$ cat config.mk
export PLATFORM = sky130hd
export DESIGN_NAME = prog_load_seq
export DESIGN_NICKNAME = d
export VERILOG_FILES = /design/src/rtl/prog_load_pkg.sv /design/src/rtl/prog_load_settle.sv /design/src/rtl/prog_load_fsm.sv /design/src/rtl/prog_load_strobes.sv /design/src/rtl/prog_load_seq.sv
export SDC_FILE = /design/constraint.sdc
export NUM_CORES = 1
export LEC_CHECK = 0
export ABC_AREA = 1
export BUFFER_PORTS_ARGS = -buffer_cell sky130_fd_sc_hd__buf_2
export CORE_AREA = 2 2 39 41
export DETAILED_ROUTE_END_ITERATION = 10
export DIE_AREA = 0 0 41 43
export PLACE_DENSITY = 0.45
export REMOVE_ABC_BUFFERS = 1
export SETUP_SLACK_MARGIN = 0.5
export SLEW_MARGIN = 20
export SYNTH_ARGS = -nofsm -noshare
export SYNTH_HDL_FRONTEND = slang
export SYNTH_HIERARCHICAL = 1
export SYNTH_SLANG_ARGS = --single-unit
$ cat constraint.sdc
create_clock -name clk -period 2.1 [get_ports clk]
set_clock_uncertainty 0.1 [all_clocks]
set_input_delay 0.21 -clock clk [delete_from_list [all_inputs] [get_ports clk]]
set_output_delay 0.21 -clock clk [all_outputs]
set_load 0.005 [all_outputs]
$ cat src/rtl/prog_load_pkg.sv
package prog_load_pkg;
  typedef enum logic [2:0] {
    PH_CLEAR  = 3'd0,
    PH_LO     = 3'd1,
    PH_HI     = 3'd2,
    PH_PCBUF  = 3'd3,
    PH_SETTLE = 3'd4,
    PH_WRITE  = 3'd5,
    PH_INC    = 3'd6,
    PH_RUN    = 3'd7
  } phase_t;

  localparam int NUM_PULSES = 6;

  // pulse vector bit positions
  localparam int P_CLEAR = 0;
  localparam int P_LO    = 1;
  localparam int P_HI    = 2;
  localparam int P_PCBUF = 3;
  localparam int P_WRITE = 4;
  localparam int P_INC   = 5;
endpackage

$ cat src/rtl/prog_load_settle.sv
module prog_load_settle #(
  parameter int SETTLE_CYCLES = 1
) (
  input  logic clk,
  input  logic rst_n,
  input  logic active,
  output logic done
);
  localparam int CW   = (SETTLE_CYCLES < 2) ? 1 : $clog2(SETTLE_CYCLES);
  localparam int LAST = (SETTLE_CYCLES < 1) ? 0 : SETTLE_CYCLES - 1;

  logic [CW-1:0] cnt_q;

  always_ff @(posedge clk or negedge rst_n) begin
    if (!rst_n)      cnt_q <= '0;
    else if (!active) cnt_q <= '0;
    else              cnt_q <= cnt_q + 1'b1;
  end

  assign done = active && (cnt_q == CW'(LAST));
endmodule

$ cat src/rtl/prog_load_fsm.sv
module prog_load_fsm
  import prog_load_pkg::*;
(
  input  logic   clk,
  input  logic   rst_n,
  input  logic   restart,
  input  logic   load_done,
  input  logic   settle_done,
  output phase_t phase
);
  phase_t cur_q, nxt;

  always_comb begin
    nxt = cur_q;
    unique case (cur_q)
      PH_CLEAR:  nxt = PH_LO;
      PH_LO:     nxt = PH_HI;
      PH_HI:     nxt = PH_PCBUF;
      PH_PCBUF:  nxt = PH_SETTLE;
      PH_SETTLE: nxt = settle_done ? PH_WRITE : PH_SETTLE;
      PH_WRITE:  nxt = PH_INC;
      PH_INC:    nxt = load_done ? PH_RUN : PH_LO;
      PH_RUN:    nxt = PH_RUN;
      default:   nxt = PH_CLEAR;
    endcase
    if (restart) nxt = PH_CLEAR;
  end

  always_ff @(posedge clk or negedge rst_n) begin
    if (!rst_n) cur_q <= PH_CLEAR;
    else        cur_q <= nxt;
  end

  assign phase = cur_q;
endmodule

$ cat src/rtl/prog_load_strobes.sv
module prog_load_strobes
  import prog_load_pkg::*;
(
  input  phase_t                phase,
  output logic [NUM_PULSES-1:0] pulses,
  output logic                  running
);
  // phase code for each pulse bit, in pulse-bit order
  localparam logic [3*NUM_PULSES-1:0] PULSE_PHASE = {
    3'(PH_INC), 3'(PH_WRITE), 3'(PH_PCBUF), 3'(PH_HI), 3'(PH_LO), 3'(PH_CLEAR)
  };

  for (genvar i = 0; i < NUM_PULSES; i++) begin : g_pulse
    assign pulses[i] = (phase == phase_t'(PULSE_PHASE[3*i +: 3]));
  end

  assign running = (phase == PH_RUN);
endmodule

$ cat src/rtl/prog_load_seq.sv
module prog_load_seq
  import prog_load_pkg::*;
#(
  parameter int SETTLE_CYCLES = 1
) (
  input  logic clk,
  input  logic rst_n,
  input  logic restart,
  input  logic load_done,
  output logic pc_clear,
  output logic buf_lo_en,
  output logic buf_hi_en,
  output logic pc_buf_en,
  output logic imem_wr,
  output logic pc_inc,
  output logic pc_branch,
  output logic run_mode
);
  phase_t                phase;
  logic                  settle_done;
  logic [NUM_PULSES-1:0] pulses;
  logic                  running;

  prog_load_fsm u_fsm (
    .clk         (clk),
    .rst_n       (rst_n),
    .restart     (restart),
    .load_done   (load_done),
    .settle_done (settle_done),
    .phase       (phase)
  );

  prog_load_settle #(.SETTLE_CYCLES(SETTLE_CYCLES)) u_settle (
    .clk    (clk),
    .rst_n  (rst_n),
    .active (phase == PH_SETTLE),
    .done   (settle_done)
  );

  prog_load_strobes u_strobes (
    .phase   (phase),
    .pulses  (pulses),
    .running (running)
  );

  assign pc_clear  = pulses[P_CLEAR];
  assign buf_lo_en = pulses[P_LO];
  assign buf_hi_en = pulses[P_HI];
  assign pc_buf_en = pulses[P_PCBUF];
  assign imem_wr   = pulses[P_WRITE];
  assign pc_inc    = pulses[P_INC];
  assign pc_branch = 1'b0;
  assign run_mode  = running;
endmodule

==> results of run 1 <==
[worst reg2reg max path, stage by stage, from the launching register on]
cell     delay (ns)
dfrtp_1        0.50
nand2_1        0.11
nor2_2         0.08
inv_1          0.05
nor2_2         0.09
inv_1          0.05
nand2_1        0.05
nand2_1        0.05
a21oi_1        0.11
[cell usage in the layout, fill, tap and decap left out]
cell,n
inv_1,8
nor2_2,2
buf_2,10
clkbuf_4,3
dlygate4sd3_1,1
o21bai_1,1
conb_1,1
nor2_1,8
a21oi_1,3
dfrtp_1,4
nand2_1,12
[per-layer routing]
layer | vias up | routed length (um) | part of all wire, % | track usage (%)
met3 | 0 | 23 | 4.3 | 3.141
li1 | 141 | - | - | -
met2 | 8 | 227 | 43 | 7.187
met1 | 110 | 279 | 53 | 10.10
met4 | 0 | 0 | 0 | 8.000
met5 | - | 0 | 0 | 0
[registers in the layout, summed over array words and instances (netlist names)]
name and count:
u_fsm/phase 3, u_settle/cnt_q 1
[cells by family (layout without fill, tap and decap cells)]
kind of cell           count (synthesis)  count (layout)
AO/OA/AOI/OAI                          4               4
other                                  1               1
AND/OR/NAND/NOR                       22              22
flip-flops                             4               4
buffers and inverters                  9              22
[through the flow]
stage	util, %	total power (W)	worst slack [ns]	instance area, um2	cells
finish	25.05	0.0002311	0.6723	346.6	69
global route	25.05	0.0002467	0.6066	346.6	69
CTS	25.05	0.0002367	0.6720	346.6	69
detailed placement	22.69	0.0001371	0.8336	314.1	65
global placement	22.69	0.0001371	0.8590	314.1	65
floorplan	-	0.0001180	0.9776	244.0	39
[cells in the mapped netlist]
cell type	number	area share, %
inv_1	8	12
buf_4	1	3.0
nand2_1	12	18
a21oi_1	3	6.0
dfrtp_1	4	40
conb_1	1	1.5
o21bai_1	1	3.0
nor2_2	2	5.0
nor2_1	8	12
[final timing paths]
path / startpoint / to / slack (ns) / cells past startpoint
min reg2reg: u_settle/cnt_q$_DFF_PN0_ / u_settle/cnt_q$_DFF_PN0_ / 0.31 / 1
max: u_fsm/phase[1]$_DFF_PN0_ / buf_lo_en / 0.67 / 4
min: restart / u_fsm/phase[2]$_DFF_PN0_ / 0.05 / 2
min in group asynchronous: rst_n / u_fsm/phase[2]$_DFF_PN0_ / 0.21 / 2
max in group asynchronous: rst_n / u_fsm/phase[0]$_DFF_PN0_ / 1.56 / 2
max reg2reg: u_fsm/phase[2]$_DFF_PN0_ / u_fsm/phase[0]$_DFF_PN0_ / 0.83 / 8
[power by group]
group / switching [W] / leakage, nW / internal [W] / total [W]
Combinational: 0.0000217 / 0.124 / 0.0000194 / 0.0000411
Sequential: 0.0000127 / 0.0532 / 0.0000833 / 0.0000961
Clock: 0.0000301 / 0.0138 / 0.0000638 / 0.0000939
Total: 0.0000645 / 0.191 / 0.000167 / 0.000231
[area by class of cell]
class	instances	area, um2
sequential	4	100.1
timing repair buffer	11	60.06
multi-input combinational	27	113.9
tap	16	20.02
clock buffer	3	22.52
inverter	8	30.03
fill	169	1037
[timing repair]
| item | 4_1_cts | 5_1_grt |
|---|---|---|
| endpoints found under the hold margin | 4 | 0 |
| hold buffers | 1 | 0 |
| endpoints found under the setup margin | 0 | 0 |
==> impl_results.md, run 1 <==
* Status: finished, final reports clean
* Placed wire-length estimate after detailed placement at roughly 400 um
* Routability-driven placement congestion ratio at 0.6483
* DRC errors left at 0
* Post-synthesis instance total at 40
* Total congestion overflow at 0
* Root buffer cell: clkbuf_4
* Compound-gate portion of the synthesized area at about 9.0%
* Clock buffer count from CTS at 3
* CTS H-Tree Depth at 1
* Element type at the critical path end: output port
* Setup_tns at 0 ns
* Hold slack at 0.05367 ns
* Worst vdd rail ir drop at 170.9 uV
* Via count at 259
* DRC violation total after the first TritonRoute iteration at 8
* Path category of the worst min-delay check: primary input to flop
* Area share of fa/ha/maj cells after synthesis at 0%
* Largest net degree at the start of global routing at 11
* Xor/xnor cell area share of the yosys netlist at 0%
* Cells along the critical path: inv_1 -> nand2_1 -> nor2_1 -> buf_2
* Insertion delay to the later sink of the worst-skew pair at 0.23 ns
* Longest individual stage delay on the worst path at 0.47 ns
* Post-Synthesis Cell Area at around 250 um2
* Pre-antenna DRT Iters at 4
* Clock Tree Buf Depth at 2
* Floorplan die height at 43 um
* Number of antenna violations at the first check in global routing at 0
* Site Rows at 14
* Proportion of layout cells with a drive suffix above 1 at 28.30%
* Number of input and output port buffers inserted at 10
* Overall die area at 1763 um2
* Via density per instance at ~3.8
* Final-report hold violation count at 0
* Max-cap violation count at 0
* First-pass GRT wire length at 814 um
* Nets at between 50 and 60
* Wire length reported by the detailed router at ~530 um
* Number of antenna-violating nets in the routed design at 0
* Critical Path Start Type: flop
* Final period demand of the worst path at 1.428 ns
* Crit share post-route at 67.99%
* Total count of max-transition violations in the final report at 0
* Placeable core region at about 1400 um2
* Overall global routing resource usage at approximately 7.3%
* Worst path buffer plus inverter count at 2
* Area grow syn2layout at 37.81%
* Clock transition at path regs at 0.04 ns
* Number of distinct library cells after synthesis at 9
* Ratio of total power to cell area at roughly 670 nW/um2
* Worst Path Max Fanout at 9
* IO Count at 12
* RSZ-0062 raised after global routing: false
* Effective utilization at floorplan at between 10% and 20%
* Total of cells resized after clock tree synthesis at 0
* Setup fix buffers added after clock tree synthesis at 0
* TritonCTS clock tree: done
* Largest delay share family, worst path: flip-flops
* Simple-gate share of the synthesized area at 34.83%
* Vias in the first global route at 205
* Data required time at the worst endpoint at approximately 1.8 ns
* Syn. warnings at 6
* Fraction of synthesized area in multiplexers at 0%
* Lkg Pwr at 0.1911 nW
* Largest family of logic cells by synthesized area: simple AND/OR/NAND/NOR gates
* Number of diodes at 0
* Number of endpoints failing setup at the final stage at 0
* Slowest cell on crit path: dfrtp_1
* # clock sinks at 4
* Register bit total from synthesis at 4
* Type of the worst setup path: flop to output port
* Die Span X at 41 um
* Mean instance size in the synthesized netlist at approximately 6.3 um2
* Sequential share of the synthesized area at between 30% and 40%
* Data arrival time at the worst-slack endpoint at 1.12 ns
* Highest clock frequency the design can meet at between 0.7 and 0.8 GHz
* DR WL/cell at 7.681 um
Note: power is estimated with default switching activity, not from simulation.
==> run 2: changes to the inputs <==
--- a/config.mk
+++ b/config.mk
@@ -5,12 +5,12 @@
 export SDC_FILE = /design/constraint.sdc
 export NUM_CORES = 1
 export LEC_CHECK = 0
-export ABC_AREA = 1
+export ABC_AREA = 0
 export BUFFER_PORTS_ARGS = -buffer_cell sky130_fd_sc_hd__buf_2
 export CORE_AREA = 2 2 39 41
 export DETAILED_ROUTE_END_ITERATION = 10
 export DIE_AREA = 0 0 41 43
-export PLACE_DENSITY = 0.45
+export PLACE_DENSITY = 0.47
 export REMOVE_ABC_BUFFERS = 1
 export SETUP_SLACK_MARGIN = 0.5
 export SLEW_MARGIN = 20
==> constraint.sdc (replaced) <==
create_clock -name clk -period 1.2 [get_ports clk]
set_clock_uncertainty 0.1 [all_clocks]
set_input_delay 0.12 -clock clk [delete_from_list [all_inputs] [get_ports clk]]
set_output_delay 0.12 -clock clk [all_outputs]
set_load 0.005 [all_outputs]
==> run 2 against run 1 <==
Compared with the run above: the run now ends with negative hold slack, negative setup slack left; via count is 8.1% higher; critical path type unchanged; register-to-register slack worse by 0.89 ns; first-iteration DRC count is 88% lower; worst hold slack worse by 0.060 ns; synthesized area stayed put; non-clock buffer count is 10 higher.
==> impl_results.md, run 2 <==
* Cells along the critical path: buf_6 -> and3b_2 -> buf_6 (was inv_1 -> nand2_1 -> nor2_1 -> buf_2)
* Number of diodes at 0 (unchanged)
* Fraction of synthesized cell area taken by the top area cell type at 39.80% (unchanged)
* Final non-filler cell total at 65 (was 69)
* Utilization of the core after routing at 36.98% (was 25.05%)
* Type of the worst setup path: flop to output port (unchanged)
* RSZ-0062 raised after global routing: true (was false)
* Clock transition at path regs at 0.03 ns (was 0.04 ns)
* Worst vdd rail ir drop at 570.3 uV (was 170.9 uV)
* Final setup margin at -0.1154 ns (was 0.6723 ns)
* Internal power at 0.0003576 W (was 0.0001666 W)
* Most common library cell in the layout ignoring fill and taps: buf_6 (was nand2_1)
* Total of fill cells in the finished design at 139 (was 169)
* Number of antenna-violating nets in the routed design at 0 (unchanged)
* Total count of max-transition violations in the final report at 0 (unchanged)
* Site Rows at 14 (unchanged)
* Placed instance count at 54 (was 65)
* DRC errors left at 0 (unchanged)
* Number of input and output port buffers inserted at 10 (unchanged)
* Crit share post-route at 109.6%
* Largest net degree at the start of global routing at 12 (was 11)
* IO Count at 12 (unchanged)
* Pre-antenna DRT Iters at 2 (was 4)
* Routability-driven placement congestion ratio at 0.6483 (unchanged)
* Sequential share of the synthesized area at 39.80% (unchanged)
* Final-report hold violation count at 2 (was 0)
* Detail Route met3 WL at 46 um (was 23 um)
* Clock Tree Buf Depth at 2 (unchanged)
* TritonCTS clock tree: done (unchanged)
* Area grow syn2layout at 103.5% (was 37.81%)
* Most used cell, CP: buf_6
* Largest delay share family, worst path: flip-flops (unchanged)
* Lkg Pwr at 0.2542 nW (was 0.1911 nW)
* Post-synthesis instance total at 26 (was 40)
* Most frequent cell after synthesis: dfrtp_1 (was nand2_1)
* Number of distinct library cells after synthesis at 17 (was 9)
* Slowest cell on crit path: dfrtp_1 (unchanged)
* Ys flop type: dfrtp_1 (unchanged)
* Top layer in use: met4 (was met3)
* Vias in the first global route at 248 (was 205)
* Worst path buffer plus inverter count at 2 (unchanged)
* Mean instance size in the synthesized netlist at 9.673 um2 (was 6.287 um2)
* Via count at 280 (was 259)
* Clock share of power at 32.9% (was 40.6%)
* Proportion of layout cells with a drive suffix above 1 at 75.51% (was 28.30%)
* Switching Share at 26.43% (was 27.90%)
* Ratio of total power to cell area at 949.7 nW/um2 (was 666.8 nW/um2)
* Async set-or-reset flop fraction in the synthesized netlist at 100.0% (unchanged)
* Routed wl met2 at 355 um (was 227 um)
* Setup slack at placement at 0.01938 ns (was 0.8336 ns)
* Worst Path Max Fanout at 5 (was 9)
* Final period demand of the worst path at 1.315 ns
* Flip-flop count of the largest register after layout at 3 (unchanged)
* Max-cap violation count at 0 (unchanged)
* Element type at the critical path end: output port (unchanged)
* # clock sinks at 4 (unchanged)
* Die Span X at 41 um (unchanged)
* Longest individual stage delay on the worst path at 0.40 ns (was 0.47 ns)
* Area contributors post-synth: dfrtp_1 40%, and3b_2 12%, nor3b_1 6.0% (was dfrtp_1 40%, nand2_1 18%, inv_1 12%)
* Overall die area at 1763 um2 (unchanged)
* Register bit total from synthesis at 4 (unchanged)
* P_sw at 0.0001285 W (was 0.00006449 W)
* Wl on met1 at 240 um (was 279 um)
* Hold_buf cts at 1 (unchanged)
* Highest clock frequency the design can meet at 0.7602 GHz
* Nets at 55 (was 59)
* CTS H-Tree Depth at 1 (unchanged)
* Critical Path Start Type: flop (unchanged)
* Number of endpoints failing setup at the final stage at 8 (was 0)
* Data arrival time at the worst-slack endpoint at 1.10 ns (was 1.12 ns)
* Register area at 100.1 um2 (unchanged)
* Power share of the sequential group at 32.1% (was 41.6%)
* Wire length reported by the detailed router at 661 um (was 530 um)
* Proportion of power drawn by combinational gates at 35.1% (was 17.8%)
* Via density per instance at 4.308 (was 3.754)
* Syn. warnings at 6 (unchanged)
* Largest area contributor in the netlist: dfrtp_1 (unchanged)
* Path category of the worst min-delay check: primary input to flop (unchanged)
* Status: complete, but fails checks (was finished, final reports clean)
* Floorplan die height at 43 um (unchanged)
* Root buffer cell: clkbuf_4 (unchanged)
* Overall global routing resource usage at 8.476% (was 7.258%)
* Clock buffer count from CTS at 3 (unchanged)
* Hold slack at -0.006130 ns (was 0.05367 ns)
* Effective utilization at floorplan at 18.17% (unchanged)
* Number of enable-type register cells in the synthesized netlist at 0 (unchanged)
* Highest-count cells in the layout ignoring fill and taps: 10 x buf_6, 6 x buf_2, 4 x buf_4, 4 x dfrtp_1 (was 12 x nand2_1, 10 x buf_2, 8 x inv_1, 8 x nor2_1, 4 x dfrtp_1)
* Total congestion overflow at 0 (unchanged)
* Placeable core region at 1384 um2 (unchanged)
* Failing checks: negative hold slack, negative setup slack
* DRC violation total after the first TritonRoute iteration at 1 (was 8)
* Post-Synthesis Cell Area at 251.5 um2 (unchanged)
* Data required time at the worst endpoint at 0.98 ns (was 1.79 ns)
* Area of combinational cells with multiple inputs at 182.7 um2 (was 113.9 um2)
* DR WL/cell at 10.17 um (was 7.681 um)
* Insertion delay to the later sink of the worst-skew pair at 0.23 ns (about the same)
* First-pass GRT wire length at 952 um (was 814 um)
* Number of antenna violations at the first check in global routing at 0 (unchanged)
* Synth top cells by count: 4 x dfrtp_1, 3 x and3b_2 (was 12 x nand2_1, 8 x inv_1, 8 x nor2_1)
run 2: changes by cell type in the layout (fill, tap and decap cells not counted), sizes merged, moves of 3 or more:
cell	delta
buf	+10
nor3b	+3
nor2	-8
and3b	+3
inv	-7
nand2	-11
run 2: what timing repair did:
item | in CTS | in global routing
setup buffers | 5 | 1
resized for setup | 6 | 15
gates cloned | 0 | 1
endpoints found under the hold margin | 7 | 2
endpoints found under the setup margin | 11 | 11
pin swaps | 0 | 3
run 2: per-layer routing:
| metal | up-vias | track usage [%] |
|---|---|---|
| met5 | - | 0 |
| met2 | 12 | 12.81 |
| li1 | 136 | - |
| met4 | 0 | 8.000 |
| met3 | 2 | 1.571 |
| met1 | 130 | 9.150 |
run 2: final cells by class:
class                   instances  share of cell area (%)
multi-input cells              20                   35.70
flip-flops and latches          4                   19.56
well taps                      16                   3.912
inverters                       1                  0.7335
repair buffers                 21                   35.70
clock buffers                   3                   4.401
run 2: path summary, 6_finish.rpt:
kind,cells past startpoint,from,slack [ns],end
max in group asynchronous,2,rst_n,0.76,u_fsm/phase[2]$_DFF_PN0_
min in group asynchronous,2,rst_n,0.12,u_fsm/phase[0]$_DFF_PN0_
max,3,u_fsm/phase[2]$_DFF_PN0_,-0.12,pc_buf_en
max reg2reg,6,u_fsm/phase[1]$_DFF_PN0_,-0.06,u_fsm/phase[0]$_DFF_PN0_
min reg2reg,1,u_settle/cnt_q$_DFF_PN0_,0.35,u_settle/cnt_q$_DFF_PN0_
min,2,restart,-0.006,u_fsm/phase[2]$_DFF_PN0_
run 2: cells by family (layout without fill, tap and decap cells):
| family | after synthesis | in the layout | synth area share [%] |
|---|---|---|---|
| flops | 4 | 4 | 39.80 |
| simple gates | 15 | 15 | 44.78 |
| compound gates | 4 | 4 | 9.452 |
| other cells | 1 | 1 | 1.491 |
| buf+inv | 2 | 25 | 4.477 |
run 2: power groups by stage:
| stage | Clock, W | Combinational (W) | Sequential, W |
|---|---|---|---|
| 2_1_floorplan | 0 | 0.0000382 | 0.000167 |
| 5_1_grt | 0.000176 | 0.000188 | 0.000158 |
| 4_1_cts | 0.000170 | 0.000135 | 0.000153 |
| 6_report | 0.000160 | 0.000170 | 0.000156 |
| 3_3_place_gp | 0 | 0.0000984 | 0.000155 |
| 3_5_place_dp | 0 | 0.000100 | 0.000154 |
run 2: worst register-to-register path: cells and delay by family, from the launching register on:
| kind | cells | cell delay, ns |
|---|---|---|
| simple gates | 4 | 0.46 |
| buf+inv | 1 | 0.12 |
| compound gates | 1 | 0.12 |
| flops | 1 | 0.39 |
run 2: metrics by stage:
stage | hold WS, ns | total power [W] | TNS (ns) | area (um2)
after global routing | -0.01396 | 0.0005214 | -1.145 | 511.7
after floorplan | -0.2756 | 0.0002056 | -0.04589 | 244.0
final | -0.006130 | 0.0004860 | -0.6993 | 511.7
after global placement | -0.1717 | 0.0002531 | 0 | 336.6
after detailed placement | -0.1729 | 0.0002545 | 0 | 336.6
after CTS | -0.03181 | 0.0004585 | -0.6571 | 426.7
